[src/rtl/i2c_eeprom_pkg.sv]
package i2c_eeprom_pkg;
  localparam int BYTE_W    = 8;
  localparam int MAX_BYTES = 256;
  localparam int TICK_W    = 5;
  localparam logic [TICK_W-1:0] CMD_END  = TICK_W'(9);
  localparam logic [TICK_W-1:0] ADDR_END = TICK_W'(17);

  typedef logic [BYTE_W-1:0] byte_t;

  function automatic logic [MAX_BYTES*BYTE_W-1:0] default_image(input byte_t seed);
    logic [MAX_BYTES*BYTE_W-1:0] img;
    img = '0;
    for (int i = 0; i < MAX_BYTES; i++) begin
      img[i*BYTE_W +: BYTE_W] = byte_t'(i * 37 + int'(seed));
    end
    return img;
  endfunction
endpackage

[src/rtl/i2c_eeprom_cond.sv]
module i2c_eeprom_cond (
  input  logic scl_q,
  input  logic sda_q,
  input  logic scl_i,
  input  logic sda_i,
  output logic is_cond,
  output logic is_rise,
  output logic is_steady
);
  // SCL high on both sides with SDA moving: start or stop
  assign is_cond   = scl_q & scl_i & (sda_q ^ sda_i);
  assign is_rise   = ~scl_q & scl_i;
  assign is_steady = ~(sda_q ^ sda_i);
endmodule

[src/rtl/i2c_eeprom_rom.sv]
module i2c_eeprom_rom
  import i2c_eeprom_pkg::*;
#(
  parameter int DEPTH = 256,
  parameter int AW    = $clog2(DEPTH),
  parameter logic [MAX_BYTES*BYTE_W-1:0] IMAGE = '0
) (
  input  logic [AW-1:0] addr,
  output byte_t         dout
);
  byte_t words [DEPTH];

  for (genvar g = 0; g < DEPTH; g++) begin : g_word
    assign words[g] = IMAGE[g*BYTE_W +: BYTE_W];
  end

  assign dout = words[addr];
endmodule

[src/rtl/i2c_eeprom_seq.sv]
module i2c_eeprom_seq
  import i2c_eeprom_pkg::*;
#(
  parameter int AW = 8
) (
  input  logic          clk,
  input  logic          rst,
  input  logic          en,
  input  logic          scl_i,
  input  logic          sda_i,
  input  logic          is_cond,
  input  logic          is_rise,
  input  logic          is_steady,
  input  byte_t         rom_byte,
  output logic [AW-1:0] rom_addr,
  output logic          scl_q,
  output logic          sda_q
);
  logic [TICK_W-1:0] tick_q, n_tick;
  logic              ack_q, n_ack;
  byte_t             cmd_q, n_cmd;
  byte_t             data_q, n_data;
  logic [AW-1:0]     addr_q, n_addr;
  logic              n_sda;
  logic              idle;

  assign idle     = (tick_q == '0) && !ack_q;
  assign rom_addr = {addr_q[AW-2:0], sda_i};

  always_comb begin
    n_tick = tick_q;
    n_ack  = ack_q;
    n_cmd  = cmd_q;
    n_data = data_q;
    n_addr = addr_q;
    n_sda  = sda_i;
    if (is_cond) begin
      if (!sda_i) begin
        n_tick = TICK_W'(1);
        n_cmd  = '0;
      end else begin
        n_tick = '0;
        n_ack  = 1'b0;
      end
    end else if (idle) begin
      n_tick = tick_q;
    end else if (is_rise) begin
      if (ack_q) begin
        n_sda = 1'b0;
        n_ack = 1'b0;
      end else if (is_steady) begin
        if (tick_q < CMD_END) begin
          n_cmd  = {cmd_q[BYTE_W-2:0], sda_i};
          n_tick = tick_q + TICK_W'(1);
          if (tick_q == CMD_END - TICK_W'(1)) n_ack = 1'b1;
        end else begin
          if (cmd_q[0]) n_sda = sda_i & data_q[BYTE_W-1];
          n_addr = rom_addr;
          if (tick_q == ADDR_END - TICK_W'(1)) begin
            n_data = rom_byte;
            n_ack  = 1'b1;
            n_tick = '0;
          end else begin
            n_data = {data_q[BYTE_W-2:0], 1'b0};
            n_tick = tick_q + TICK_W'(1);
          end
        end
      end
    end
  end

  always_ff @(posedge clk) begin
    if (rst) begin
      tick_q <= '0;
      ack_q  <= 1'b0;
      cmd_q  <= '0;
      data_q <= '0;
      addr_q <= '0;
      scl_q  <= 1'b1;
      sda_q  <= 1'b1;
    end else if (en) begin
      tick_q <= n_tick;
      ack_q  <= n_ack;
      cmd_q  <= n_cmd;
      data_q <= n_data;
      addr_q <= n_addr;
      scl_q  <= scl_i;
      sda_q  <= n_sda;
    end
  end

  a_r3_start_arms: assert property (@(posedge clk) disable iff (rst)
    (en && is_cond && !sda_i) |=> (tick_q == TICK_W'(1) && cmd_q == '0));
  a_r9_stop_idles: assert property (@(posedge clk) disable iff (rst)
    (en && is_cond && sda_i) |=> (tick_q == '0 && !ack_q));
  a_r5_ack_low: assert property (@(posedge clk) disable iff (rst)
    (en && !is_cond && is_rise && ack_q) |=> (!sda_q && !ack_q));
  a_r11_hold: assert property (@(posedge clk) disable iff (rst)
    !en |=> ($stable(sda_q) && $stable(tick_q) && $stable(data_q)));
  a_r2_idle_quiet: assert property (@(posedge clk) disable iff (rst)
    (en && !is_cond && tick_q == '0 && !ack_q) |=> (tick_q == '0 && !ack_q));
  a_r6_tick_bound: assert property (@(posedge clk) disable iff (rst)
    tick_q < ADDR_END);
endmodule

[src/rtl/i2c_eeprom_slave.sv]
module i2c_eeprom_slave
  import i2c_eeprom_pkg::*;
#(
  parameter int    DEPTH = 256,
  parameter byte_t SEED  = 8'h5A,
  parameter logic [MAX_BYTES*BYTE_W-1:0] IMAGE = default_image(SEED)
) (
  input  logic clk,
  input  logic rst,
  input  logic smp_en,
  input  logic scl_wr,
  input  logic sda_wr,
  output logic sda_rd
);
  localparam int AW = $clog2(DEPTH);

  logic          scl_q, sda_q;
  logic          is_cond, is_rise, is_steady;
  logic [AW-1:0] rom_addr;
  byte_t         rom_byte;

  i2c_eeprom_cond u_cond (
    .scl_q     (scl_q),
    .sda_q     (sda_q),
    .scl_i     (scl_wr),
    .sda_i     (sda_wr),
    .is_cond   (is_cond),
    .is_rise   (is_rise),
    .is_steady (is_steady)
  );

  i2c_eeprom_rom #(.DEPTH(DEPTH), .AW(AW), .IMAGE(IMAGE)) u_rom (
    .addr (rom_addr),
    .dout (rom_byte)
  );

  i2c_eeprom_seq #(.AW(AW)) u_seq (
    .clk       (clk),
    .rst       (rst),
    .en        (smp_en),
    .scl_i     (scl_wr),
    .sda_i     (sda_wr),
    .is_cond   (is_cond),
    .is_rise   (is_rise),
    .is_steady (is_steady),
    .rom_byte  (rom_byte),
    .rom_addr  (rom_addr),
    .scl_q     (scl_q),
    .sda_q     (sda_q)
  );

  assign sda_rd = sda_q;

  // returned line never high while the host drove it low
  a_r10_wired_and: assert property (@(posedge clk) disable iff (rst)
    (smp_en && !sda_wr) |=> !sda_rd);
endmodule

[config.mk]
export PLATFORM = sky130hd
export DESIGN_NAME = i2c_eeprom_slave
export DESIGN_NICKNAME = d
export VERILOG_FILES = /design/src/rtl/i2c_eeprom_pkg.sv /design/src/rtl/i2c_eeprom_cond.sv /design/src/rtl/i2c_eeprom_rom.sv /design/src/rtl/i2c_eeprom_seq.sv /design/src/rtl/i2c_eeprom_slave.sv
export SDC_FILE = /design/constraint.sdc
export NUM_CORES = 1
export LEC_CHECK = 0
export BUFFER_PORTS_ARGS = -buffer_cell sky130_fd_sc_hd__buf_2
export CAP_MARGIN = 20
export CORE_AREA = 5 5 73 75
export DETAILED_ROUTE_END_ITERATION = 6
export DIE_AREA = 0 0 78 80
export SLEW_MARGIN = 10
export SYNTH_ARGS = -nofsm -noshare
export SYNTH_HDL_FRONTEND = slang
export SYNTH_SLANG_ARGS = --single-unit
[constraint.sdc]
create_clock -name clk -period 3.5 [get_ports clk]
set_clock_uncertainty 0.15 [all_clocks]
set_input_delay 0 -clock clk [delete_from_list [all_inputs] [get_ports clk]]
set_output_delay 0 -clock clk [all_outputs]
set_load 0.01 [all_outputs]
==> metrics.md <==
| Metric | Value |
|---|---|
| Drt wl/cell | `16.36 microns` |
| N_diodes | `0` |
| CP max FO | `15` |
| Drt first pass iters | `4` |
| #FFs+latches synth | `24` |
| First-pass GRT wire length | `9701 microns` |
| Hold Crit Depth | `4` |
| Critical path type | `register to register` |
| Cts repair resizes | `0` |
| Via-to-Cell Ratio | `6.217` |
| Clk network pwr share | `0.356` |
| LEAKAGE | `0.7860 nW` |
| FFs w/ async S/R, synth | `0` |
| WL final | `5644 microns` |
| Startpoint Class | `register` |
| Post-route cell area | `0.002317 sq mm` |
| Main synth FF type | `dfxtp_1` |
| Rel. slew slack | `0.4110` |
| Most common cell after layout, fill and taps aside | `nand2_1` |
| Post-Syn Instances | `297` |
| Internal power | `403.7 uW` |
| MaxCap Viol Count | `0` |
| Largest net degree at the start of global routing | `40` |
| Hold Path Sink | `u_seq.sda_q$_SDFFE_PP1P_` |
| Post-CTS setup buffer count | `0` |
| Required time worst endpoint | `3540 ps` |
| Sequential area share after synthesis | `0.2162` |
| Initial Utilization | `0.4833` |
| GRT overflow | `0` |
| Clk root buf | `clkbuf_8` |
| Die area | `0.006240 sq mm` |
| Sum Neg Setup Slack | `0 ps` |
| FF-to-FF setup slack | `870 ps` |
| Die Span X | `78 microns` |
| Vias in the first global route | `1906` |
| Hold/Removal Path Class | `input pin to register` |
| Final Cycle Share | `0.7528` |
| Worst-margin pin slew | `882.3 ps` |
| Comb pwr share | `0.121` |
| Switch Pwr | `135.0 uW` |
| Wire length on met3 | `272 microns` |
| Reg power frac | `0.523` |
| Port bufs | `5` |
| Clk_lat worst skew | `270 ps` |
| Syn_area_per_cell | `7.482 sq um` |
| Post-place instance area | `0.002222 sq mm` |
| M1 WL | `2714 microns` |
| Largest area contributor in the netlist | `dfxtp_1` |
| Rows | `25` |
| Dpl ws | `898.7 ps` |
| Min-delay src | `scl_wr` |
| Share of the synthesized area in the top cell type | `0.2162` |
| Maximum vdd drop | `0.1525 mV` |
| Post-synth EDFFs | `0` |
| RSZ-0062 raised after global routing | `false` |
| Total track usage | `0.1894` |
| Final hold viol count | `0` |
| Finish-stage setup viols | `0` |
| Metal2 WL | `2629 microns` |
| Top routing layer used | `met4` |
| Syn. warnings | `0` |
| Pwr dens | `232.5 mW/mm^2` |
| Via Count | `2145` |
| Final min period | `2635 ps` |
| Clock Tree Buf Depth | `2` |
| Detailed placement HPWL | `3939 microns` |
| # IOs | `6` |
| Fill count | `470` |
| Initial antenna violation count | `0` |
| Switching share of power | `0.2506` |
| Clock tree sinks | `24` |
| Reg-to-Reg End | `u_seq.data_q[7]$_SDFFE_PP0P_` |
| # nets final | `309` |
| Synth cell types | `58` |
| Status | `finished clean` |
| P&R area growth vs syn | `4.279%` |
| F_max | `379.5 MHz` |
| PnR worst setup slack | `865.1 ps` |
| Crit path DAT | `2670 ps` |
| Worst R2R Start | `u_seq.tick_q[0]$_SDFFE_PP0P_` |
| Syn Nets | `314` |
| Hold buffer count at CTS | `4` |
| Mapped Area | `0.002222 sq mm` |
| H-tree levels | `1` |
| TritonCTS clock tree | `built` |
| Layout cells sized above 1 | `0.1203` |
| Die H | `80 microns` |
| Post-layout util | `0.5039` |
| Hold_ws | `7.145 ps` |
| Max-slew violations | `0` |
| Clock-pin slew on the worst setup and hold paths | `90 ps` |
| Initial DRC count | `216` |
| Core ar. | `0.004598 sq mm` |
| Most frequent cells in the layout | `nand2_1, a21oi_1, dfxtp_1` |
| Routed Antenna Nets | `0` |
| Largest cells by area after synthesis | `dfxtp_1, a21oi_1, ha_1` |
| R2R cell count | `8` |
| Routability cong. | `0.8389` |
| CP Capture Type | `register` |
| CTS buffer count | `3` |
| Drt drc | `0` |
## area by class of cell
class | instances | area (sq um) | share of cell area
inverters | 10 | 37.54 | 0.01620
clock buffers | 4 | 55.05 | 0.02376
flip-flops and latches | 24 | 480.5 | 0.2073
repair buffers | 14 | 102.6 | 0.04428
multi-input cells | 239 | 1574 | 0.6793
well taps | 54 | 67.56 | 0.02916
## Yosys cell counts (4+ instances only)
library cell and count:
o221ai_1 7, o21ai_0 17, o211ai_1 5, inv_1 8, a211oi_1 8, nand3_1 8, a21oi_1 33, mux2i_1 4
a31oi_1 5, buf_2 11, nand2b_1 5, clkbuf_1 8, nor2_1 22, nand2_1 38, nor3_1 12, dfxtp_1 24
ha_1 12
## state kept, by name (all words and copies together) (netlist names)
register,cells
u_seq.ack_q,1
u_seq.addr_q,7
u_seq.cmd_q,1
u_seq.data_q,8
u_seq.scl_q,1
u_seq.sda_q,1
u_seq.tick_q,5
## worst max-delay path: stages, from the launching register on
cell and delay [ps]:
dfxtp_1 460, inv_1 90, ha_1 190, nor2b_2 180, a21oi_1 250, o21ai_2 140
nor4_4 670, o21ai_0 210, a31oi_1 190
## power by group through the flow
stage	logic, mW	clock network (mW)	registers (mW)
2_1_floorplan	0.0460	0	0.287
3_3_place_gp	0.0605	0	0.288
3_5_place_dp	0.0612	0	0.288
4_1_cts	0.0652	0.200	0.282
5_1_grt	0.0732	0.211	0.283
6_report	0.0653	0.192	0.282
## stage by stage
stage / total power [mW] / instances
2_1_floorplan: 0.3330 / 297
3_3_place_gp: 0.3487 / 336
3_5_place_dp: 0.3493 / 337
4_1_cts: 0.5465 / 345
5_1_grt: 0.5666 / 345
6_report: 0.5387 / 345
## metal layers
metal  up-vias  GRT usage
li1       1080          -
met1      1009     0.2783
met2        52     0.2938
met3         4    0.03160
met4         0    0.03041
met5         -          0
## worst max-delay path by stage
| stage | from | endpoint | slack (ps) | cells after the start |
|---|---|---|---|---|
| finish | u_seq.tick_q[0]$_SDFFE_PP0P_ | u_seq.data_q[7]$_SDFFE_PP0P_ | 870 | 8 |
| global route | u_seq.tick_q[0]$_SDFFE_PP0P_ | u_seq.data_q[7]$_SDFFE_PP0P_ | 610 | 8 |
| CTS | u_seq.tick_q[0]$_SDFFE_PP0P_ | u_seq.data_q[7]$_SDFFE_PP0P_ | 870 | 8 |
| detailed placement | u_seq.tick_q[0]$_SDFFE_PP0P_ | u_seq.data_q[7]$_SDFFE_PP0P_ | 900 | 8 |
| global placement | u_seq.tick_q[0]$_SDFFE_PP0P_ | u_seq.data_q[1]$_SDFFE_PP0P_ | 880 | 8 |
| floorplan | u_seq.addr_q[0]$_SDFFE_PP0P_ | u_seq.data_q[5]$_SDFFE_PP0P_ | 1100 | 9 |
## kinds of logic after synthesis
group                    count (synthesis)  synth area share
adder cells (fa/ha/maj)                 12           0.06757
buffers and inverters                   34           0.07545
AO/OA/AOI/OAI                          105            0.3170
XOR/XNOR                                 5           0.02309
flip-flops                              24            0.2162
multiplexers                             9           0.05856
AND/OR/NAND/NOR                        108            0.2421
Power figures use the tool's default switching activity.
